### src/rtl/vmc_pkg.sv
package vmc_pkg;
  typedef enum logic [1:0] {
    CMD_PEN     = 2'b00,
    CMD_COLOUR  = 2'b01,
    CMD_MODEROM = 2'b10,
    CMD_RAMCFG  = 2'b11
  } vmc_cmd_e;

  localparam int unsigned WIN_COUNT  = 4;
  localparam int unsigned CFG_W      = 3;
  localparam logic [1:0]  MODE_RESET = 2'd1;
endpackage

### src/rtl/vmc_port_decode.sv
module vmc_port_decode
  import vmc_pkg::*;
#(
  parameter logic [7:0] PORT_HI = 8'h7F
) (
  input  logic       clk,
  input  logic       rst_n,
  input  logic       io_wr,
  input  logic [7:0] addr_hi,
  input  logic [1:0] cmd_bits,
  output logic       pen_we,
  output logic       col_we,
  output logic       ctl_we,
  output logic       ram_we
);
  logic     hit;
  vmc_cmd_e cmd;

  assign hit = io_wr && (addr_hi == PORT_HI);
  assign cmd = vmc_cmd_e'(cmd_bits);

  always_comb begin
    pen_we = 1'b0;
    col_we = 1'b0;
    ctl_we = 1'b0;
    ram_we = 1'b0;
    if (hit) begin
      unique case (cmd)
        CMD_PEN:     pen_we = 1'b1;
        CMD_COLOUR:  col_we = 1'b1;
        CMD_MODEROM: ctl_we = 1'b1;
        CMD_RAMCFG:  ram_we = 1'b1;
        default:     pen_we = 1'b0;
      endcase
    end
  end


  foreign_port_chk: assert property (@(posedge clk) disable iff (!rst_n)
    (addr_hi != PORT_HI) |-> !(pen_we || col_we || ctl_we || ram_we));


  one_cmd_chk: assert property (@(posedge clk) disable iff (!rst_n)
    $onehot0({pen_we, col_we, ctl_we, ram_we}));
endmodule

### src/rtl/vmc_palette.sv
module vmc_palette #(
  parameter int unsigned NUM_PENS = 16,
  parameter int unsigned COL_W    = 5,
  localparam int unsigned PAL_N   = NUM_PENS + 1,
  localparam int unsigned SEL_W   = $clog2(PAL_N),
  localparam int unsigned PEN_W   = $clog2(NUM_PENS)
) (
  input  logic                   clk,
  input  logic                   rst_n,
  input  logic                   pen_we,
  input  logic                   col_we,
  input  logic [4:0]             cmd_bits,
  output logic [PAL_N*COL_W-1:0] pal_flat
);
  logic [SEL_W-1:0] sel_q, sel_d;

  always_comb begin
    sel_d = sel_q;
    if (pen_we) begin
      if (cmd_bits[4]) sel_d = SEL_W'(NUM_PENS);
      else             sel_d = SEL_W'(cmd_bits[PEN_W-1:0]);
    end
  end

  always_ff @(posedge clk or negedge rst_n) begin
    if (!rst_n) sel_q <= '0;
    else        sel_q <= sel_d;
  end

  for (genvar g = 0; g < PAL_N; g++) begin : g_entry
    logic [COL_W-1:0] ent_q, ent_d;
    logic             ent_en;

    assign ent_en = col_we && (sel_q == SEL_W'(g));

    always_comb begin
      ent_d = ent_q;
      if (ent_en) ent_d = cmd_bits[COL_W-1:0];
    end

    always_ff @(posedge clk or negedge rst_n) begin
      if (!rst_n) ent_q <= '0;
      else        ent_q <= ent_d;
    end

    assign pal_flat[g*COL_W +: COL_W] = ent_q;
  end


  border_sel_chk: assert property (@(posedge clk) disable iff (!rst_n)
    (pen_we && cmd_bits[4]) |=> (sel_q == SEL_W'(NUM_PENS)));


  col_store_chk: assert property (@(posedge clk) disable iff (!rst_n)
    col_we |=> (pal_flat[$past(sel_q)*COL_W +: COL_W] == $past(cmd_bits[COL_W-1:0])));


  col_hold_chk: assert property (@(posedge clk) disable iff (!rst_n)
    !col_we |=> $stable(pal_flat));
endmodule

### src/rtl/vmc_sysregs.sv
module vmc_sysregs
  import vmc_pkg::*;
#(
  parameter int unsigned EXP_W = 3
) (
  input  logic             clk,
  input  logic             rst_n,
  input  logic             ctl_we,
  input  logic             ram_we,
  input  logic [5:0]       cmd_bits,
  output logic [1:0]       mode,
  output logic             lo_rom_en,
  output logic             hi_rom_en,
  output logic [CFG_W-1:0] ram_cfg,
  output logic [EXP_W-1:0] exp_bank
);
  logic [1:0]       mode_q, mode_d;
  logic             lo_q, lo_d, hi_q, hi_d;
  logic [CFG_W-1:0] cfg_q, cfg_d;
  logic [EXP_W-1:0] exp_q, exp_d;

  always_comb begin
    mode_d = mode_q;
    lo_d   = lo_q;
    hi_d   = hi_q;
    if (ctl_we) begin
      mode_d = cmd_bits[1:0];
      lo_d   = ~cmd_bits[2];
      hi_d   = ~cmd_bits[3];
    end
  end

  always_comb begin
    cfg_d = cfg_q;
    exp_d = exp_q;
    if (ram_we) begin
      cfg_d = cmd_bits[CFG_W-1:0];
      exp_d = cmd_bits[3 +: EXP_W];
    end
  end

  always_ff @(posedge clk or negedge rst_n) begin
    if (!rst_n) begin
      mode_q <= MODE_RESET;
      lo_q   <= 1'b1;
      hi_q   <= 1'b1;
    end else begin
      mode_q <= mode_d;
      lo_q   <= lo_d;
      hi_q   <= hi_d;
    end
  end

  always_ff @(posedge clk or negedge rst_n) begin
    if (!rst_n) begin
      cfg_q <= '0;
      exp_q <= '0;
    end else begin
      cfg_q <= cfg_d;
      exp_q <= exp_d;
    end
  end

  assign mode      = mode_q;
  assign lo_rom_en = lo_q;
  assign hi_rom_en = hi_q;
  assign ram_cfg   = cfg_q;
  assign exp_bank  = exp_q;


  mode_load_chk: assert property (@(posedge clk) disable iff (!rst_n)
    ctl_we |=> (mode == $past(cmd_bits[1:0])));


  ctl_hold_chk: assert property (@(posedge clk) disable iff (!rst_n)
    !ctl_we |=> ($stable(mode) && $stable(lo_rom_en) && $stable(hi_rom_en)));


  ram_hold_chk: assert property (@(posedge clk) disable iff (!rst_n)
    !ram_we |=> ($stable(ram_cfg) && $stable(exp_bank)));
endmodule

### src/rtl/vmc_bank_map.sv
module vmc_bank_map
  import vmc_pkg::*;
#(
  parameter int unsigned EXP_W  = 3,
  parameter int unsigned BANK_W = 6
) (
  input  logic              clk,
  input  logic              rst_n,
  input  logic [CFG_W-1:0]  ram_cfg,
  input  logic [EXP_W-1:0]  exp_bank,
  input  logic              lo_rom_en,
  input  logic              hi_rom_en,
  input  logic [1:0]        win,
  input  logic              mem_wr,
  output logic [BANK_W-1:0] phys_bank,
  output logic              rom_sel
);
  logic [BANK_W-1:0] win_bank [WIN_COUNT];
  logic [BANK_W-1:0] exp_ofs;

  assign exp_ofs = BANK_W'({exp_bank, 2'b00});

  for (genvar w = 0; w < WIN_COUNT; w++) begin : g_win
    logic [2:0] blk;
    if (w == 0) begin : g_w0
      assign blk = (ram_cfg == 3'd2) ? 3'd4 : 3'd0;
    end else if (w == 1) begin : g_w1
      always_comb begin
        case (ram_cfg)
          3'd0, 3'd1: blk = 3'd1;
          3'd2:       blk = 3'd5;
          3'd3:       blk = 3'd3;
          default:    blk = ram_cfg;
        endcase
      end
    end else if (w == 2) begin : g_w2
      assign blk = (ram_cfg == 3'd2) ? 3'd6 : 3'd2;
    end else begin : g_w3
      assign blk = (ram_cfg inside {3'd1, 3'd2, 3'd3}) ? 3'd7 : 3'd3;
    end
    assign win_bank[w] = BANK_W'(blk) + (blk[2] ? exp_ofs : '0);
  end

  assign phys_bank = win_bank[win];
  assign rom_sel   = !mem_wr && (((win == 2'd0) && lo_rom_en) ||
                                 ((win == 2'd3) && hi_rom_en));


  win2_fixed_chk: assert property (@(posedge clk) disable iff (!rst_n)
    ((win == 2'd2) && (ram_cfg != 3'd2)) |-> (phys_bank == BANK_W'(2)));


  low_window_chk: assert property (@(posedge clk) disable iff (!rst_n)
    ((win == 2'd0) && (ram_cfg != 3'd2)) |-> (phys_bank == '0));


  rom_write_chk: assert property (@(posedge clk) disable iff (!rst_n)
    mem_wr |-> !rom_sel);


  rom_mid_chk: assert property (@(posedge clk) disable iff (!rst_n)
    (win inside {2'd1, 2'd2}) |-> !rom_sel);
endmodule

### src/rtl/vidmem_ctrl.sv
module vidmem_ctrl
  import vmc_pkg::*;
#(
  parameter logic [7:0]  PORT_HI  = 8'h7F,
  parameter int unsigned NUM_PENS = 16,
  parameter int unsigned COL_W    = 5,
  parameter int unsigned EXP_W    = 3,
  localparam int unsigned PAL_N   = NUM_PENS + 1,
  localparam int unsigned BANK_W  = $clog2(4 * (2 ** EXP_W) + 4)
) (
  input  logic                   clk,
  input  logic                   rst_n,
  input  logic                   io_wr,
  input  logic [15:0]            io_addr,
  input  logic [7:0]             io_data,
  input  logic [15:0]            mem_addr,
  input  logic                   mem_wr,
  output logic [BANK_W-1:0]      phys_bank,
  output logic                   rom_sel,
  output logic [1:0]             scr_mode,
  output logic [PAL_N*COL_W-1:0] pal_out
);
  logic             rst_q1, rst_q2, rst_int_n;
  logic             pen_we, col_we, ctl_we, ram_we;
  logic             lo_rom_en, hi_rom_en;
  logic [CFG_W-1:0] ram_cfg;
  logic [EXP_W-1:0] exp_bank;
  logic             unused_bits;

  assign unused_bits = ^{io_addr[7:0], mem_addr[13:0]};

  always_ff @(posedge clk or negedge rst_n) begin
    if (!rst_n) begin
      rst_q1 <= 1'b0;
      rst_q2 <= 1'b0;
    end else begin
      rst_q1 <= 1'b1;
      rst_q2 <= rst_q1;
    end
  end
  assign rst_int_n = rst_q2;

  vmc_port_decode #(.PORT_HI(PORT_HI)) i_decode (
    .clk      (clk),
    .rst_n    (rst_int_n),
    .io_wr    (io_wr),
    .addr_hi  (io_addr[15:8]),
    .cmd_bits (io_data[7:6]),
    .pen_we   (pen_we),
    .col_we   (col_we),
    .ctl_we   (ctl_we),
    .ram_we   (ram_we)
  );

  vmc_palette #(.NUM_PENS(NUM_PENS), .COL_W(COL_W)) i_palette (
    .clk      (clk),
    .rst_n    (rst_int_n),
    .pen_we   (pen_we),
    .col_we   (col_we),
    .cmd_bits (io_data[4:0]),
    .pal_flat (pal_out)
  );

  vmc_sysregs #(.EXP_W(EXP_W)) i_sysregs (
    .clk       (clk),
    .rst_n     (rst_int_n),
    .ctl_we    (ctl_we),
    .ram_we    (ram_we),
    .cmd_bits  (io_data[5:0]),
    .mode      (scr_mode),
    .lo_rom_en (lo_rom_en),
    .hi_rom_en (hi_rom_en),
    .ram_cfg   (ram_cfg),
    .exp_bank  (exp_bank)
  );

  vmc_bank_map #(.EXP_W(EXP_W), .BANK_W(BANK_W)) i_bank_map (
    .clk       (clk),
    .rst_n     (rst_int_n),
    .ram_cfg   (ram_cfg),
    .exp_bank  (exp_bank),
    .lo_rom_en (lo_rom_en),
    .hi_rom_en (hi_rom_en),
    .win       (mem_addr[15:14]),
    .mem_wr    (mem_wr),
    .phys_bank (phys_bank),
    .rom_sel   (rom_sel)
  );
endmodule

### config.mk
export PLATFORM = sky130hd
export DESIGN_NAME = vidmem_ctrl
export DESIGN_NICKNAME = d
export VERILOG_FILES = /design/src/rtl/vmc_pkg.sv /design/src/rtl/vmc_port_decode.sv /design/src/rtl/vmc_palette.sv /design/src/rtl/vmc_sysregs.sv /design/src/rtl/vmc_bank_map.sv /design/src/rtl/vidmem_ctrl.sv
export SDC_FILE = /design/constraint.sdc
export NUM_CORES = 1
export LEC_CHECK = 0
export BUFFER_PORTS_ARGS = -buffer_cell sky130_fd_sc_hd__buf_2
export CAP_MARGIN = 0
export CORE_MARGIN = 2
export CORE_UTILIZATION = 25
export CTS_CLUSTER_SIZE = 12
export DETAILED_ROUTE_END_ITERATION = 16
export GPL_TIMING_DRIVEN = 0
export MAX_ROUTING_LAYER = met4
export RECOVER_POWER = 50
export SYNTH_ARGS = -nofsm -noshare
export SYNTH_HDL_FRONTEND = slang
export SYNTH_SLANG_ARGS = --single-unit
### constraint.sdc
create_clock -name clk -period 3.07 [get_ports clk]
set_clock_uncertainty 0.2 [all_clocks]
set_input_delay 0 -clock clk [delete_from_list [all_inputs] [get_ports clk]]
set_output_delay 0 -clock clk [all_outputs]
set_load 0.1 [all_outputs]
==> results.md, run 1 <==
- CP required: 2.87 ns
- Crit-path slowest cell: dfrtp_1
- Status: finished with violations
- I/O Pins: 138
- Wire length per cell: 16.7 um
- Clock Pin Slew Worst Setup and Hold Paths: 0.07 ns
- Family with the most delay on the worst path: simple AND/OR/NAND/NOR gates
- Slew Viols, Final: 43
- Worst Path Arrival: 2.30 ns
- Setup Viol. Count Final: 0
- Layout cell share with drive strength beyond 1: 0.412
- CTS Buffer Depth: 2
- Buf+Inv Stages, Crit Path: 1
- # nets final: 491
- Initial core utilization: 0.253
- Largest net degree at the start of global routing: 59
- Drc violations: 0
- Routed Wire Length: 11.2 mm
- FF-to-FF setup slack: 1.05 ns
- Routability congestion estimate: 0.792
- Pwr dens: 477 nW/um2
- Slew HR: -0.208
- Die H: 136 um
- Unrepaired setup endpoints after global routing: no
- Seq cells post-synth: 102
- CTS HTree Levels: 3
- DRT antenna net count: 0
- Die ar.: 18400 um2
- CTS buffer count: 9
- Top cells by area, synth: dfrtp_1 (57%), mux2_2 (24%), dfstp_2 (1.8%), nand3_1 (1.3%), clkbuf_1 (1.1%)
- Setup TNS: 0 ns
- All-layer global routing usage: 0.130
- Critical path cell sequence: nor2b_1, and3_1, ha_1, xor2_1, o221ai_1, nor2_1, buf_2
- VDD IR-drop max: 0.000220 V
- Ys async rst share: 1.00
- Max-cap violation count: 1
- Initial antenna violation count: 0
- Min Clock Period, post-route: 2.50 ns
- DR pass1 iterations: 4
- First-pass GRT wire length: 17.1 mm
- CTS root buffer: clkbuf_16
- Finished Cell Area: 5490 um2
- Row count: 48
- Top FF cell, synth: dfrtp_1
- Failing checks: negative hold slack, max-capacitance violations, max-slew violations
- Worst min path class: in2reg
- DP HPWL: 8.03 mm
- Vias: 3001
- Seq/Total Area, Yosys: 0.590
- Total gr overflow: 0
- CP peak stage delay: 0.46 ns
- Crit path max fanout: 7
- Leading area contributor after synthesis: dfrtp_1
- Syn Nets: 362
- Clk sink count: 102
- Final Hold Fails: 2
- Post-synth EDFFs: 0
- Mapped cell area: 4340 um2
- Post-synth top area share: 0.571
- Avg Cell Area, Syn: 13.8 um2
- Diodes inserted: 0
- I/O Buffers: 110
- CP Class: reg2out
- Pleak: 2.79 nW
- Worst slew pin tran: 1.81 ns
- Crit end category: output port
- Chip Width: 136 um
- Final period util: 0.814
- DR iter-0 viols: 116
- Core Box Area: 17100 um2
- Worst-skew pair later-pin latency: 0.35 ns
- Startpoint Class: flip-flop
- F_max: 400 MHz
- CTS tree: done
- Vias in the first global route: 3032
- WHS: -0.0108 ns
- Synth cell types: 36
- Post-Synthesis Cells: 315
- Vias per cell: 4.45
- Synth-to-layout area growth: 26.6%
- Cell Area, Placed: 5200 um2
- Syn. warnings: 0
synthesized netlist by cell type (all sizes together), types with 3 or more instances:
cell type	number
and2	3
and3	7
and4b	3
buf	7
clkbuf	14
dfrtp	99
dfstp	3
ha	3
mux2	94
nand2	11
nand2b	6
nand3	11
nand4	7
nor2	10
nor2b	6
o21ai	7
final timing paths:
kind,startpoint,depth (start not counted),endpoint
setup reg to reg,rst_int_n,0,i_palette.g_entry[5].ent_q[1]
hold reg to reg,rst_q1,0,rst_int_n
max in group asynchronous,rst_int_n,0,i_palette.g_entry[5].ent_q[1]
setup / recovery,i_sysregs.ram_cfg[0],7,phys_bank[4]
min in group asynchronous,rst_n,3,rst_q1
hold / removal,io_data[2],2,i_sysregs.lo_rom_en
state kept, by name, indices dropped and copies added, names as in the netlist:
name,count
i_sysregs.ram_cfg,3
i_sysregs.mode,2
rst_q1,1
i_palette.g_entry.ent_q,85
rst_int_n,1
i_sysregs.hi_rom_en,1
i_palette.sel_q,5
i_sysregs.exp_bank,3
i_sysregs.lo_rom_en,1
placed cells by master (no fill, tap or decap), types with 2 or more instances in the layout:
cell type,count
ha_1,3
clkinv_4,2
nand2_1,11
dlygate4sd3_1,7
nor3_1,2
and4_1,2
nand4_1,7
o21ai_0,7
nand3_1,11
and4b_1,3
nand4b_1,2
buf_2,63
inv_8,2
and2_1,3
nor2_1,8
nor2_2,2
and4bb_2,2
dfrtp_1,99
dfstp_2,3
mux2_2,94
a21oi_1,2
nand2b_1,6
inv_1,2
and3_1,7
inv_6,2
mux2i_1,2
clkbuf_16,9
nor2b_1,6
clkbuf_1,66
final cells by class:
cell class,count,area [um2]
well taps,225,282
plain buffers,21,91.3
clock buffers,9,225
multi-input cells,190,1680
flip-flops and latches,102,2560
clock inverters,7,65.1
fillers,1761,11600
inverters,2,7.51
repair buffers,118,582
per-stage QoR:
step           std cells  setup WS, ns  hold WS [ns]  utilization  power (mW)
2_1_floorplan        315        0.0565        -0.496            -        1.47
3_3_place_gp         650         0.637        -0.415        0.302        1.52
3_5_place_dp         651         0.963        -0.410        0.304        1.53
4_1_cts              674         0.559       0.00203        0.325        2.67
5_1_grt              674         0.458        0.0484        0.321        2.74
6_report             674         0.571       -0.0108        0.321        2.62
metal layers:
layer / up-vias / wire length, um / track usage
met4: 0 / 81 / 0.0382
met2: 78 / 5310 / 0.194
met1: 1530 / 5260 / 0.172
met5: - / 0 / -
met3: 7 / 596 / 0.0359
li1: 1386 / - / -
logic make-up (layout without fill, tap and decap cells):
kind of cell | after synthesis | in the layout | share of synthesized area
adder cells (fa/ha/maj) | 3 | 3 | 0.00866
AO/OA/AOI/OAI | 15 | 15 | 0.0225
XOR/XNOR | 1 | 1 | 0.00202
other | 1 | 1 | 0.000865
buffers and inverters | 23 | 157 | 0.0228
multiplexers | 96 | 96 | 0.249
AND/OR/NAND/NOR | 74 | 74 | 0.105
flip-flops | 102 | 102 | 0.590
timing repair:
action                    in CTS  in global routing
setup buffers                  0                  0
hold buffers                   7                  0
gates resized for setup        0                  0
hold endpoints to repair       9                  0
report_power, final:
group	internal, mW	switching (mW)	leakage, nW
registers	1.35	0.0149	1.41
clock network	0.570	0.544	0.140
logic	0.0377	0.104	1.24
No activity file was read; power rests on OpenSTA's default activity.
==> run 2: changes to the inputs <==
- clock period: 3.07 -> 2.38 ns (I/O delays scaled with it)
==> results.md, run 2 (synthesized netlist as in run 1, its figures left out) <==
- Worst slew pin tran: 1.20 ns (-0.616 ns)
- Clk sink count: 102 (unchanged)
- Worst min path class: in2reg
- Max FFs per register: 85 (unchanged)
- Status: finished clean
- DRT antenna net count: 0 (unchanged)
- Largest net degree at the start of global routing: 59 (unchanged)
- Die ar.: 18400 um2 (unchanged)
- Pwr dens: 613 nW/um2 (+28%)
- # nets final: 490 (-0.20%)
- Layout cell share with drive strength beyond 1: 0.415 (+0.00315)
- Reg area: 2560 um2 (about the same)
- I/O Buffers: 110 (unchanged)
- Vias per cell: 4.49 (+0.77%)
- VDD IR-drop max: 0.000286 V (+30%)
- Pleak: 2.77 nW (-0.56%)
- FF-to-FF setup slack: 0.37 ns (-0.68 ns)
- Filler cells: 1774 (+0.74%)
- Max-cap violation count: 0 (-1)
- Area of the multi-input gates: 1690 um2 (+0.30%)
- Largest reg by FF count: i_palette.g_entry.ent_q
- Slew Viols, Final: 0 (-100%)
- CTS Buffer Depth: 2 (unchanged)
- CP required: 2.18 ns (-0.69 ns)
- DP HPWL: 8.27 mm (+3.0%)
- Chip Width: 136 um (unchanged)
- Slew HR: 0.206 (+0.414)
- Crit end category: output port
- Final Hold Fails: 0 (-2)
- CP peak stage delay: 0.47 ns (about the same)
- Row count: 48 (unchanged)
- Synth-to-layout area growth: 26.3%
- Total gr overflow: 0 (unchanged)
- Cell Area, Placed: 5200 um2 (about the same)
- Routed Wire Length: 11.4 mm (+1.3%)
- Hold path endpoint: i_palette.sel_q[1]
- All-layer global routing usage: 0.131 (+0.00142)
- Startpoint Class: flip-flop
- F_max: 435 MHz
- Min Clock Period, post-route: 2.30 ns
- Setup Viol. Count Final: 0 (unchanged)
- DR iter-0 viols: 186 (+60%)
- Wire length per cell: 16.9 um (+1.3%)
- Hold Path Origin: io_data[1]
- Initial core utilization: 0.253 (unchanged)
- Vias in the first global route: 3102 (+2.3%)
- CTS buffer count: 9 (unchanged)
- CP Class: reg2out
- FF-to-FF End: i_palette.g_entry[13].ent_q[1]
- Commonest non-fill, non-tap cell in the layout: dfrtp_1
- CTS root buffer: clkbuf_16
- Core Box Area: 17100 um2 (unchanged)
- Initial antenna violation count: 1 (+1)
- Drc violations: 0 (unchanged)
- Commonest non-fill, non-tap cells in the layout: dfrtp_1 (98), mux2_2 (94), clkbuf_1 (68)
- Crit-path slowest cell: dfrtp_1
- R2R Path Start: rst_int_n
- Worst-skew pair later-pin latency: 0.34 ns (about the same)
- Die H: 136 um (unchanged)
- Setup TNS: 0 ns (unchanged)
- Largest regs: i_palette.g_entry.ent_q (85), i_palette.sel_q (5)
- Clock Pin Slew Worst Setup and Hold Paths: 0.07 ns (about the same)
- CTS HTree Levels: 3 (unchanged)
- First-pass GRT wire length: 17.6 mm (+2.7%)
- Crit path max fanout: 7 (unchanged)
- Routability congestion estimate: 0.805 (+1.7%)
- Final period util: 0.965
- DR pass1 iterations: 4 (unchanged)
- Vias: 3024 (+0.77%)
- Critical path cell sequence: nor2b_2, and3_1, ha_1, xor2_1, o221ai_1, nor2_2, buf_6
- Worst Path Arrival: 2.10 ns (-0.20 ns)
- Post-CTS setup repair buffer count: 0 (unchanged)
- I/O Pins: 138 (unchanged)
- Depth of the worst register-to-register path: 1 (+1)
- Hold Crit Depth: 3 (+1)
- CTS tree: done
- Finished Cell Area: 5480 um2 (-0.23%)
## run 2: report_power, final
part	internal, mW	switching (mW)
clock network	0.796	0.619
registers	1.74	0.0184
logic	0.0458	0.135
total	2.58	0.772
## run 2: what timing repair did
action	CTS	global route
gates cloned	0	0
endpoints found under the setup margin	2	2
resized for setup	3	2
hold buffers	6	0
endpoints found under the hold margin	7	0
## run 2: worst max path at each step
stage,slack (ns),startpoint,cells past startpoint,end
global placement,-0.07,rst_int_n,0,i_palette.g_entry[13].ent_q[2]
detailed placement,0.25,i_sysregs.ram_cfg[0],7,phys_bank[4]
floorplan,-0.63,i_sysregs.ram_cfg[0],3,phys_bank[2]
global route,-0.002,i_sysregs.ram_cfg[0],7,phys_bank[4]
CTS,0.03,i_sysregs.ram_cfg[0],7,phys_bank[4]
finish,0.08,i_sysregs.ram_cfg[0],7,phys_bank[4]
## run 2: per-layer routing
| metal | part of all wire | wire [um] | up-vias | GRT usage |
|---|---|---|---|---|
| met5 | 0 | 0 | - | - |
| met3 | 0.051 | 583 | 14 | 0.0299 |
| met2 | 0.48 | 5500 | 78 | 0.203 |
| met4 | 0.019 | 212 | 0 | 0.0503 |
| met1 | 0.45 | 5090 | 1555 | 0.167 |
| li1 | - | - | 1377 | - |
## run 2: final cells by class
cell class                 instances  share of cell area
buffer                            21              0.0160
multi-input combinational        190               0.308
clock buffer                      14              0.0500
tap                              225              0.0514
clock inverter                     2             0.00274
timing repair buffer             117               0.103
inverter                           2             0.00137
antenna                            1            0.000457
sequential                       102               0.467
## run 2: worst max-delay path: cells and delay by family (launching register included)
family	cells	cell delay, ns
adders and majority gates	1	0.18
xor gates and xnor gates	1	0.16
buffers and inverters	1	0.23
DFF	1	0.47
and+or+nand+nor	3	0.56
AOI/OAI and AO/OA	1	0.16
## run 2: through the flow
stage | std cells | hold WS [ns] | utilization | power [mW] | setup slack [ns]
3_5_place_dp | 651 | -0.413 | 0.304 | 1.97 | 0.247
3_3_place_gp | 650 | -0.415 | 0.302 | 1.96 | -0.0710
6_report | 674 | 0.0270 | 0.320 | 3.35 | 0.0828
5_1_grt | 674 | 0.0454 | 0.320 | 3.50 | -0.00172
2_1_floorplan | 315 | -0.496 | - | 1.90 | -0.634
4_1_cts | 673 | 0.0117 | 0.325 | 3.42 | 0.0320
